$ cat config.mk
export PLATFORM = sky130hd
export DESIGN_NAME = fsk_tx_framer
export DESIGN_NICKNAME = d
export VERILOG_FILES = /design/src/rtl/fsk_tx_pkg.sv /design/src/rtl/fsk_tx_sync.sv /design/src/rtl/fsk_tx_shift_in.sv /design/src/rtl/fsk_tx_baud.sv /design/src/rtl/fsk_tx_line.sv /design/src/rtl/fsk_tx_framer.sv
export SDC_FILE = /design/constraint.sdc
export NUM_CORES = 1
export LEC_CHECK = 0
export BUFFER_PORTS_ARGS = -buffer_cell sky130_fd_sc_hd__buf_2
export CAP_MARGIN = 20
export CORE_ASPECT_RATIO = 0.75
export CORE_UTILIZATION = 55
export CTS_BUF_LIST = sky130_fd_sc_hd__clkbuf_16
export DETAILED_ROUTE_END_ITERATION = 16
export PLACE_DENSITY = 0.8
export RECOVER_POWER = 100
export SLEW_MARGIN = 20
export SYNTH_ARGS = -nofsm -noshare
export SYNTH_HDL_FRONTEND = slang
export SYNTH_SLANG_ARGS = --single-unit
$ cat constraint.sdc
create_clock -name clk -period 2 [get_ports clk]
set_input_delay 0.1 -clock clk [delete_from_list [all_inputs] [get_ports clk]]
set_output_delay 0.1 -clock clk [all_outputs]
set_load 0.005 [all_outputs]
$ cat src/rtl/fsk_tx_pkg.sv
// Shared types for the FSK transmit frame generator.
package fsk_tx_pkg;

    // Line state of the framer: what the current bit on the line is.
    typedef enum logic [2:0] {
        S_OFF   = 3'd0,   // send mode off, no tone
        S_LEAD  = 3'd1,   // continuous mark before the first byte
        S_QUIET = 3'd2,   // send mode on, silent until the first byte
        S_START = 3'd3,   // start bit (space)
        S_DATA  = 3'd4,   // data bit from the frame register
        S_STOP  = 3'd5,   // stop bit (mark)
        S_IDLE  = 3'd6    // idle fill (mark) after a frame
    } line_state_t;

endpackage

$ cat src/rtl/fsk_tx_sync.sv
// Brings the host serial clock and data into the clk domain and reports
// each rising edge of the host clock with the data value that goes with it.
// Assumes the host holds data stable around its clock edge for longer than
// STAGES+1 clk cycles.
module fsk_tx_sync #(
    parameter int STAGES = 2
) (
    input  logic clk,
    input  logic rst_n,
    input  logic host_clk,
    input  logic host_data,
    output logic clk_rise,
    output logic data_s
);

    logic [STAGES-1:0] ck_q;
    logic [STAGES-1:0] dt_q;
    logic              ck_last;

    // Synchronising flop chains for clock and data, plus an edge-history flop.
    always_ff @(posedge clk) begin
        if (!rst_n) begin
            ck_q    <= '0;
            dt_q    <= '0;
            ck_last <= 1'b0;
        end else begin
            ck_q    <= {ck_q[STAGES-2:0], host_clk};
            dt_q    <= {dt_q[STAGES-2:0], host_data};
            ck_last <= ck_q[STAGES-1];
        end
    end

    // Rising edge of the synchronised host clock.
    always_comb begin
        clk_rise = ck_q[STAGES-1] & ~ck_last;
        data_s   = dt_q[STAGES-1];
    end

    // One edge is reported as one pulse, never two in a row.
    p_single_pulse_r3: assert property (@(posedge clk) disable iff (!rst_n)
        clk_rise |=> !clk_rise);

endmodule

$ cat src/rtl/fsk_tx_shift_in.sv
// Assembles serially received bits (bit 0 first) into a byte and holds it
// until the framer takes it. Bits arriving while a byte is held are dropped.
// Leaving send mode clears both the partial and the held byte.
module fsk_tx_shift_in #(
    parameter int DATA_BITS = 8
) (
    input  logic                 clk,
    input  logic                 rst_n,
    input  logic                 send_en,
    input  logic                 bit_rise,
    input  logic                 bit_val,
    input  logic                 take,
    output logic                 full,
    output logic                 loading,
    output logic [DATA_BITS-1:0] byte_out
);

    localparam int CW = $clog2(DATA_BITS);
    localparam logic [CW-1:0] LAST_BIT = CW'(DATA_BITS - 1);

    logic [CW-1:0]        cnt;
    logic [DATA_BITS-1:0] shreg;
    logic [DATA_BITS-1:0] next_shreg;

    // New shift value: the incoming bit enters at the top, earlier bits move down.
    always_comb begin
        next_shreg = {bit_val, shreg[DATA_BITS-1:1]};
    end

    // Bit counter, shift register and holding buffer.
    always_ff @(posedge clk) begin
        if (!rst_n) begin
            cnt      <= '0;
            shreg    <= '0;
            full     <= 1'b0;
            byte_out <= '0;
        end else if (!send_en) begin
            cnt  <= '0;
            full <= 1'b0;
        end else if (take) begin
            full <= 1'b0;
        end else if (bit_rise && !full) begin
            shreg <= next_shreg;
            if (cnt == LAST_BIT) begin
                cnt      <= '0;
                full     <= 1'b1;
                byte_out <= next_shreg;
            end else begin
                cnt <= cnt + 1'b1;
            end
        end
    end

    // A partial byte is in progress.
    always_comb begin
        loading = (cnt != '0);
    end

    // A held byte survives until it is taken or send mode ends.
    p_hold_full_r4: assert property (@(posedge clk) disable iff (!rst_n)
        (full && !take && send_en) |=> full);

    // Leaving send mode empties the buffer on the next cycle.
    p_clear_on_exit_r9: assert property (@(posedge clk) disable iff (!rst_n)
        !send_en |=> (!full && !loading));

endmodule

$ cat src/rtl/fsk_tx_baud.sv
// Bit-period timer. It counts clk cycles while the line is active and pulses
// tick in the last cycle of each bit. It restarts from zero whenever the line
// is off.
module fsk_tx_baud #(
    parameter int CLKS_PER_BIT = 8
) (
    input  logic clk,
    input  logic rst_n,
    input  logic run,
    output logic tick
);

    localparam int CW = (CLKS_PER_BIT > 1) ? $clog2(CLKS_PER_BIT) : 1;
    localparam logic [CW-1:0] LAST = CW'(CLKS_PER_BIT - 1);

    logic [CW-1:0] cnt;

    // Cycle counter within the current bit.
    always_ff @(posedge clk) begin
        if (!rst_n || !run) begin
            cnt <= '0;
        end else if (cnt == LAST) begin
            cnt <= '0;
        end else begin
            cnt <= cnt + 1'b1;
        end
    end

    // End-of-bit strobe.
    always_comb begin
        tick = run && (cnt == LAST);
    end

    // Bit periods longer than one cycle never produce adjacent ticks.
    p_tick_gap_r1: assert property (@(posedge clk) disable iff (!rst_n)
        (tick && (CLKS_PER_BIT > 1)) |=> !tick);

endmodule

$ cat src/rtl/fsk_tx_line.sv
// Line sequencer: decides on every bit boundary what the next line bit is.
// It handles lead-in mark or silence, start/data/stop framing, idle fill with
// a minimum idle run, and abort at the end of the bit in progress.
// Assumes tick marks the last cycle of a bit and full/byte_in come from the
// serial buffer.
module fsk_tx_line
    import fsk_tx_pkg::*;
#(
    parameter int DATA_BITS = 8,
    parameter int MIN_IDLE  = 5
) (
    input  logic                 clk,
    input  logic                 rst_n,
    input  logic                 send_en,
    input  logic                 hold_off,
    input  logic                 tick,
    input  logic                 full,
    input  logic [DATA_BITS-1:0] byte_in,
    output logic                 take,
    output logic                 running,
    output logic                 tx_bit,
    output logic                 tone_en
);

    localparam int IW = $clog2(MIN_IDLE + 1);
    localparam int BW = $clog2(DATA_BITS);
    localparam logic [IW-1:0] IDLE_ENOUGH = IW'(MIN_IDLE);
    localparam logic [BW-1:0] LAST_DATA   = BW'(DATA_BITS - 1);

    line_state_t          state;
    logic [IW-1:0]        idle_cnt;
    logic [BW-1:0]        bit_idx;
    logic [DATA_BITS-1:0] frame_q;
    logic                 may_start;

    // Whether the current state lets a buffered byte begin at this boundary.
    always_comb begin
        case (state)
            S_LEAD, S_QUIET, S_STOP: may_start = 1'b1;
            S_IDLE:                  may_start = (idle_cnt >= IDLE_ENOUGH);
            default:                 may_start = 1'b0;
        endcase
        take = tick && send_en && full && may_start;
    end

    // Line state, data index, idle counter and frame register.
    always_ff @(posedge clk) begin
        if (!rst_n) begin
            state    <= S_OFF;
            idle_cnt <= '0;
            bit_idx  <= '0;
            frame_q  <= '0;
        end else if (state == S_OFF) begin
            if (send_en) begin
                state <= hold_off ? S_QUIET : S_LEAD;
            end
        end else if (tick) begin
            if (!send_en) begin
                state <= S_OFF;
            end else if (take) begin
                state   <= S_START;
                frame_q <= byte_in;
            end else begin
                case (state)
                    S_START: begin
                        state   <= S_DATA;
                        bit_idx <= '0;
                    end
                    S_DATA: begin
                        if (bit_idx == LAST_DATA) begin
                            state <= S_STOP;
                        end else begin
                            bit_idx <= bit_idx + 1'b1;
                            frame_q <= frame_q >> 1;
                        end
                    end
                    S_STOP: begin
                        state    <= S_IDLE;
                        idle_cnt <= IW'(1);
                    end
                    S_IDLE: begin
                        if (idle_cnt < IDLE_ENOUGH) begin
                            idle_cnt <= idle_cnt + 1'b1;
                        end
                    end
                    default: state <= state;
                endcase
            end
        end
    end

    // Line outputs from the current state.
    always_comb begin
        running = (state != S_OFF);
        tone_en = (state != S_OFF) && (state != S_QUIET);
        case (state)
            S_START: tx_bit = 1'b0;
            S_DATA:  tx_bit = frame_q[0];
            default: tx_bit = 1'b1;
        endcase
    end

    // Idle fill ends only after the minimum run.
    p_idle_min_r8: assert property (@(posedge clk) disable iff (!rst_n)
        (state == S_START && $past(state) == S_IDLE) |-> ($past(idle_cnt) >= IDLE_ENOUGH));

    // A stop bit is followed by a start bit, idle fill, or the off state.
    p_after_stop_r2: assert property (@(posedge clk) disable iff (!rst_n)
        ($past(state) == S_STOP && state != S_STOP) |-> (state inside {S_START, S_IDLE, S_OFF}));

    // Send mode dropped at a bit boundary turns the line off.
    p_abort_r9: assert property (@(posedge clk) disable iff (!rst_n)
        (tick && !send_en) |=> (state == S_OFF));

    // Silent entry stays silent until a byte is framed.
    p_quiet_hold_r6: assert property (@(posedge clk) disable iff (!rst_n)
        (state == S_QUIET && !full) |=> (state inside {S_QUIET, S_OFF}));

endmodule

$ cat src/rtl/fsk_tx_framer.sv
// FSK transmit frame generator top. It joins the host serial synchroniser,
// the byte buffer, the bit timer and the line sequencer, and produces the
// host ready flag. Assumes host_clk is much slower than clk.
module fsk_tx_framer #(
    parameter int CLK_HZ      = 3_686_400,
    parameter int BIT_HZ      = 1200,
    parameter int DATA_BITS   = 8,
    parameter int MIN_IDLE    = 5,
    parameter int SYNC_STAGES = 2
) (
    input  logic clk,
    input  logic rst_n,
    input  logic send_en,
    input  logic hold_off,
    input  logic pair_sel_in,
    input  logic host_clk,
    input  logic host_data,
    output logic ready,
    output logic tx_bit,
    output logic tone_en,
    output logic pair_sel
);

    localparam int CLKS_PER_BIT = CLK_HZ / BIT_HZ;

    logic                 clk_rise;
    logic                 data_s;
    logic                 take;
    logic                 full;
    logic                 loading;
    logic                 running;
    logic                 tick;
    logic [DATA_BITS-1:0] byte_q;

    fsk_tx_sync #(.STAGES(SYNC_STAGES)) u_sync (
        .clk       (clk),
        .rst_n     (rst_n),
        .host_clk  (host_clk),
        .host_data (host_data),
        .clk_rise  (clk_rise),
        .data_s    (data_s)
    );

    fsk_tx_shift_in #(.DATA_BITS(DATA_BITS)) u_shift (
        .clk      (clk),
        .rst_n    (rst_n),
        .send_en  (send_en),
        .bit_rise (clk_rise),
        .bit_val  (data_s),
        .take     (take),
        .full     (full),
        .loading  (loading),
        .byte_out (byte_q)
    );

    fsk_tx_baud #(.CLKS_PER_BIT(CLKS_PER_BIT)) u_baud (
        .clk   (clk),
        .rst_n (rst_n),
        .run   (running),
        .tick  (tick)
    );

    fsk_tx_line #(.DATA_BITS(DATA_BITS), .MIN_IDLE(MIN_IDLE)) u_line (
        .clk      (clk),
        .rst_n    (rst_n),
        .send_en  (send_en),
        .hold_off (hold_off),
        .tick     (tick),
        .full     (full),
        .byte_in  (byte_q),
        .take     (take),
        .running  (running),
        .tx_bit   (tx_bit),
        .tone_en  (tone_en)
    );

    // Host pacing flag and frequency-pair pass-through.
    always_comb begin
        ready    = send_en && !full && !loading;
        pair_sel = pair_sel_in;
    end

    // A freshly completed byte holds the host off.
    p_ready_on_full_r3: assert property (@(posedge clk) disable iff (!rst_n)
        $rose(full) |-> !ready);

    // No tone outside send mode once the bit in progress has finished.
    p_off_silent_r11: assert property (@(posedge clk) disable iff (!rst_n)
        (!send_en && !running) |-> (!tone_en && tx_bit));

endmodule

== After elaboration in Yosys (flattened, before gate mapping) ==
Cells that the tools add are included.

* $add $sub $neg: 4
* Multiply operators: 0
* Div/mod/pow operators: 0
* Order comparisons: 2
* Equal/unequal tests: 16
* Shift-type cells: 0
* Mux-type cells: 18
* Bitwise logic cells: 6
* Reduce and logical (&&, ||, !) cells: 32

{| class="wikitable"
|+ Operators with widths
! cell !! number
|-
| 3-bit 2-to-1 mux || 9
|-
| 8-bit 2-to-1 mux || 3
|-
| 3-bit == test (second input constant) || 5
|-
| 12-bit by 1-bit adder with 12-bit output (second input constant) || 1
|-
| 12-bit == test (second input constant) || 1
|-
| 3-bit case mux with 2 select lines || 2
|-
| 6-bit AND reduction || 2
|-
| 3-bit by 1-bit adder with 3-bit output (second input constant) || 3
|-
| 3-bit case mux with 3 select lines || 1
|-
| 1-bit logical AND || 8
|-
| 4-bit AND reduction || 2
|-
| 2-bit nonzero test || 4
|-
| 3-bit by 2-bit == test with 1-bit output (second input constant) || 2
|-
| 2-bit inequality test (second input constant) || 3
|-
| 6-bit by 1-bit inequality test with 1-bit output (second input constant) || 1
|-
| 2-bit AND reduction || 3
|-
| 3-bit nonzero test || 2
|-
| 3-bit OR reduction || 2
|-
| 5-bit by 3-bit inequality test with 1-bit output (second input constant) || 1
|-
| 1-bit inverter || 5
|-
| 5-bit AND reduction || 1
|-
| 1-bit zero test || 4
|-
| 1-bit case mux with 2 select lines || 2
|-
| 3-bit by 1-bit == test with 1-bit output (second input constant) || 1
|-
| 10 further kinds || 10
|}

* Register bits after elaboration: 54
* Latch bits: 0
* Memory bits (writable): 0
* ROM bits: 0
* Input port bits: 7
* Logic and storage cells: 90
* Memories: 0

== Logic depth before layout (Yosys ltp) ==
* Depth after elaboration: 9
* Depth in mapped cells: 8
* Depth with buffers taken out: 7

== Modules after synthesis ==
Synthesis repeated with hierarchy kept, for this count alone.

* Cells, all modules: 279
* Area total of the unflattened synthesis: 2,671.3 um2

{| class="wikitable"
|+ Modules (own cells, without submodules)
! module !! instances !! cells each !! area an instance (um2)
|-
| fsk_tx_line || 1 || 123 || 1,144.8
|-
| fsk_tx_shift_in || 1 || 83 || 834.6
|-
| fsk_tx_baud || 1 || 60 || 534.3
|-
| fsk_tx_sync || 1 || 11 || 137.6
|-
| fsk_tx_framer || 1 || 2 || 20.0
|}

== Worst setup path before layout ==
OpenSTA, ideal clock, no wires.

* Path kind: reg2reg
* From: register u_line.bit_idx[0]
* To: register u_line.bit_idx[0]
* Library setup time: 0.070 ns
* Data arrival time: 1.869 ns
* Path slack: 0.061 ns
* Cell stages (with the launch flop): 9
* Path buffers: 1
* Path through: dfxtp_1 > ha_1 > ha_1 > or4b_1 > buf_6 > nand2_4 > nand2_2 > or3_1 > a21boi_1

* Longest elaborated chain between the ends: 3
* Elaborated cells on any way between the ends: 6

{| class="wikitable"
|+ Ends and longest elaborated chain
! item !! line !! RTL
|-
| start, declared || fsk_tx_line.sv:32 || <nowiki>logic [BW-1:0] bit_idx;</nowiki>
|-
| start signal, assigned || fsk_tx_line.sv:73 || <nowiki>bit_idx <= bit_idx + 1'b1;</nowiki>
|-
| 3-bit by 1-bit adder with 3-bit output / 3-bit == test (equally long branches) || fsk_tx_line.sv:73, fsk_tx_line.sv:70 ||
|-
| 3-bit 2-to-1 mux / 2-bit inequality test (equally long branches) || -- ||
|-
| 3-bit case mux with 2 select lines / 6-bit AND reduction (equally long branches) || -- ||
|}

Several ways; a longest one is shown, not always the timed one. The select of a mux whose other input is x is not followed.
A chain may end at the register's enable or synchronous reset.

== Worst setup path in the final report ==
* From: register u_line.bit_idx[0]
* To: register u_line.frame_q[6]

* Longest elaborated chain between the ends: 3

{| class="wikitable"
|+ Ends and longest elaborated chain
! item !! line !! RTL
|-
| 3-bit == test || fsk_tx_line.sv:70 || <nowiki>if (bit_idx == LAST_DATA) begin</nowiki>
|-
| 2-bit inequality test (no line) || -- ||
|-
| 5-bit AND reduction (no line) || -- ||
|-
| end signal, assigned || fsk_tx_line.sv:62 || <nowiki>frame_q <= byte_in;</nowiki>
|-
| end signal, assigned || fsk_tx_line.sv:74 || <nowiki>frame_q <= frame_q >> 1;</nowiki>
|-
| end, declared || fsk_tx_line.sv:33 || <nowiki>logic [DATA_BITS-1:0] frame_q;</nowiki>
|}

No other way between the ends.

==> run_results.csv <==
group,metric,value,unit
run,drv_cap,0,
detailed_routing,drtIter0Drc,139,
clocking,cts_buffers,5,
timing,slew_violations,0,
global_routing,grt_overflow,0,
worst_hold_path,whs_path_depth,2,
cells_and_area,multiInputGateArea,1415,um^2
power_and_ir_drop,ir_worst_vdd,0.8774,mV
die,row_count,20,
synth,synthFlopType,"dfxtp_1",
place,place.gp.congestion,0.7994,
synth,ys_types,52,
global_routing,grt_first_pass_wirelength,7.831,mm
global_routing,antenna_found_initial,0,
setup_path,rr_worst_depth,7,
die,die_w,80.36,um
setup_path,arrival,2.22,ns
status,status,"finished clean",
place,io_buffers,8,
synth,yosysTopAreaCellShare,0.4190,
worst_hold_path,hold_path.class,"in -> reg",
synth,synth_largest_area_cell,"dfxtp_1",
cells_and_area,drive_gt1_frac,0.1833,
timing,fin_skew,0.003156,ns
clocking,holdBufCountCts,0,
die,die_h,60.77,um
die,dieArea,4883,um^2
detailed_routing,firstDrtPassIters,4,
clocking,cts_buffer_depth,2,
synth,synth_nets,308,
setup_path,rr_startpoint,"u_line.bit_idx[0]",
detailed_routing,wl,5.098,mm
global_routing,grt_util_all_layers,0.2123,
die,core_area,4229,um^2
timing,relSlewSlack,0.5540,
setup_path,cp-endpoint,"u_line.frame_q[6]",
timing,worst_pin_slew,0.6633,ns
synth,yosysMostFrequentCell,"dfxtp_1",
timing,final-hold-violation-count,0,
clocking,cts.clk_slew.worst_paths,0.07,ns
clocking,clkLatencyLatePin,0.29,ns
cells_and_area,nets,325,
clocking,cts_root_buf,"clkbuf_16",
detailed_routing,drc_errors,0,
detailed_routing,wl_per_cell,13.93,um
clocking,cts_tree,"built",
timing,finalSetupViolations,0,
timing,period_share,0.9962,
setup_path,worstSetupPathType,"reg -> reg",
synth,synth_edf_count,0,
die,initial_core_util,0.5988,
synth,syn_inst,293,
synth,syn_avg_cell_area,8.643,um^2
setup_path,worst_r2r_endpoint,"u_line.frame_q[6]",
cells_and_area,nFillCells,313,
timing,rsz0062_at_grt,"yes",
place,dp_hpwl,3.380,mm
setup_path,cp.required,2.23,ns
synth,synth_commonest_cells,"dfxtp_1, nand2_1, nor2_1, a21boi_1, nand3_1",
detailed_routing,via_per_inst,5.667,
timing,fmax,501.9,MHz
detailed_routing,vias,2074,
synth,synthTopCellsByArea,"dfxtp_1, nand2_1, a21boi_1",
detailed_routing,ant_nets,0,
setup_path,worst_setup_path_end_kind,"flip-flop",
cells_and_area,regArea,1065,um^2
setup_path,start_kind,"flip-flop",
synth,syn-cell-area,2532,um^2
cells_and_area,area_growth,17.14,%
global_routing,grt_max_degree,43,
cells_and_area,diodes,0,
power_and_ir_drop,total_power,2.935,mW
setup_path,startpoint,"u_line.bit_idx[0]",
power_and_ir_drop,powerDensity,989.4,nW/um^2
synth,synthArstFlopShare,0,
synth,ys_warn_count,0,
timing,setup_tns,0,ns
clocking,htreeDepth,2,
die,num_io_pins,11,
setup_path,path_max_fanout,8,
global_routing,grt_pass1_vias,1674,
timing,min_period,1.992,ns
clocking,clock-sinks,53,
power_and_ir_drop,p_leak,1.122,nW
synth,ys_seq_elements,53,
setup_path,rrSetupSlack,0.008,ns
synth,ys_seq_area_frac,0.4190,
sequential cells by signal (all words and copies together) (netlist names):
signal and count:
u_shift.full 1, u_line.state 3, u_shift.byte_out 8, u_line.bit_idx 3, u_sync.ck_last 1, u_shift.shreg 7, u_sync.dt_q 2, u_line.frame_q 8
u_baud.cnt 12, u_shift.cnt 3, u_sync.ck_q 2, u_line.idle_cnt 3
cells by family (layout without fill, tap and decap cells):
| kind of cell | count (synthesis) | in the layout | synth area share |
|---|---|---|---|
| and+or+nand+nor | 125 | 125 | 0.2658 |
| muxes | 3 | 3 | 0.01186 |
| DFF | 53 | 53 | 0.4190 |
| adders and majority gates | 8 | 8 | 0.03953 |
| xor gates and xnor gates | 8 | 8 | 0.02767 |
| buffers and inverters | 27 | 45 | 0.05089 |
| AOI/OAI and AO/OA | 69 | 69 | 0.1853 |
power by group:
part           leakage [nW]  total (mW)  switching, mW  internal, mW
Sequential            0.430        1.14         0.0484          1.09
Combinational         0.598       0.706          0.371         0.335
Clock                0.0938        1.09          0.374         0.714
how the worst min path moves through the flow:
| stage | startpoint | endpoint |
|---|---|---|
| global placement | pair_sel_in | pair_sel |
| global route | host_clk | u_sync.ck_q[0] |
| finish | host_clk | u_sync.ck_q[0] |
| detailed placement | pair_sel_in | pair_sel |
| floorplan | host_clk | u_sync.ck_q[0] |
| CTS | host_data | u_sync.dt_q[0] |
final cells by class:
class,instances,area share
Multi-Input combinational cell,213,0.4770
Sequential cell,53,0.3589
Timing Repair Buffer,28,0.06537
Clock buffer,5,0.04218
Tap cell,55,0.02320
Clock inverter,3,0.02193
Inverter,9,0.01139
timing repair:
item,in CTS,in global routing
gates cloned,0,0
setup endpoints to repair,9,12
pin swaps,1,8
resized for setup,1,16
setup buffers,0,2
per-stage QoR:
step	setup slack, ns	util	hold slack, ns	area, um^2	cells
after floorplan	0.06051	-	0.2273	2532	293
after global placement	0.02273	0.6340	0.2001	2681	356
after detailed placement	-0.05204	0.6340	0.2001	2681	356
after CTS	0.009469	0.6799	0.01626	2875	364
after global routing	-0.05649	0.7015	0.02502	2967	366
final	0.007586	0.7015	0.01627	2967	366
critical path, cell delays in order, from the launching register on:
cell and delay (ns):
dfxtp_2 0.34, ha_4 0.16, ha_4 0.15, or4b_4 0.56, buf_6 0.15, a31oi_4 0.32
o21ai_1 0.12, a21oi_1 0.12
placed cells by master (no fill, tap or decap), drive strengths merged, types with 6 or more instances in the layout:
cell and instances:
a21boi 18, a21oi 12, and2 7, buf 28, dfxtp 53, ha 8, inv 9, nand2 44
nand3 14, nor2 22, nor3 6, o21ai 12, o22ai 10
layer usage:
metal  vias to the layer above  share of wire  track usage
met5                         -              0            0
met4                         0          0.011      0.07653
met3                         7          0.040      0.05113
met2                        39           0.43       0.3027
met1                       970           0.52       0.3117
li1                       1058              -            -
(Power assumes the default switching activity.)
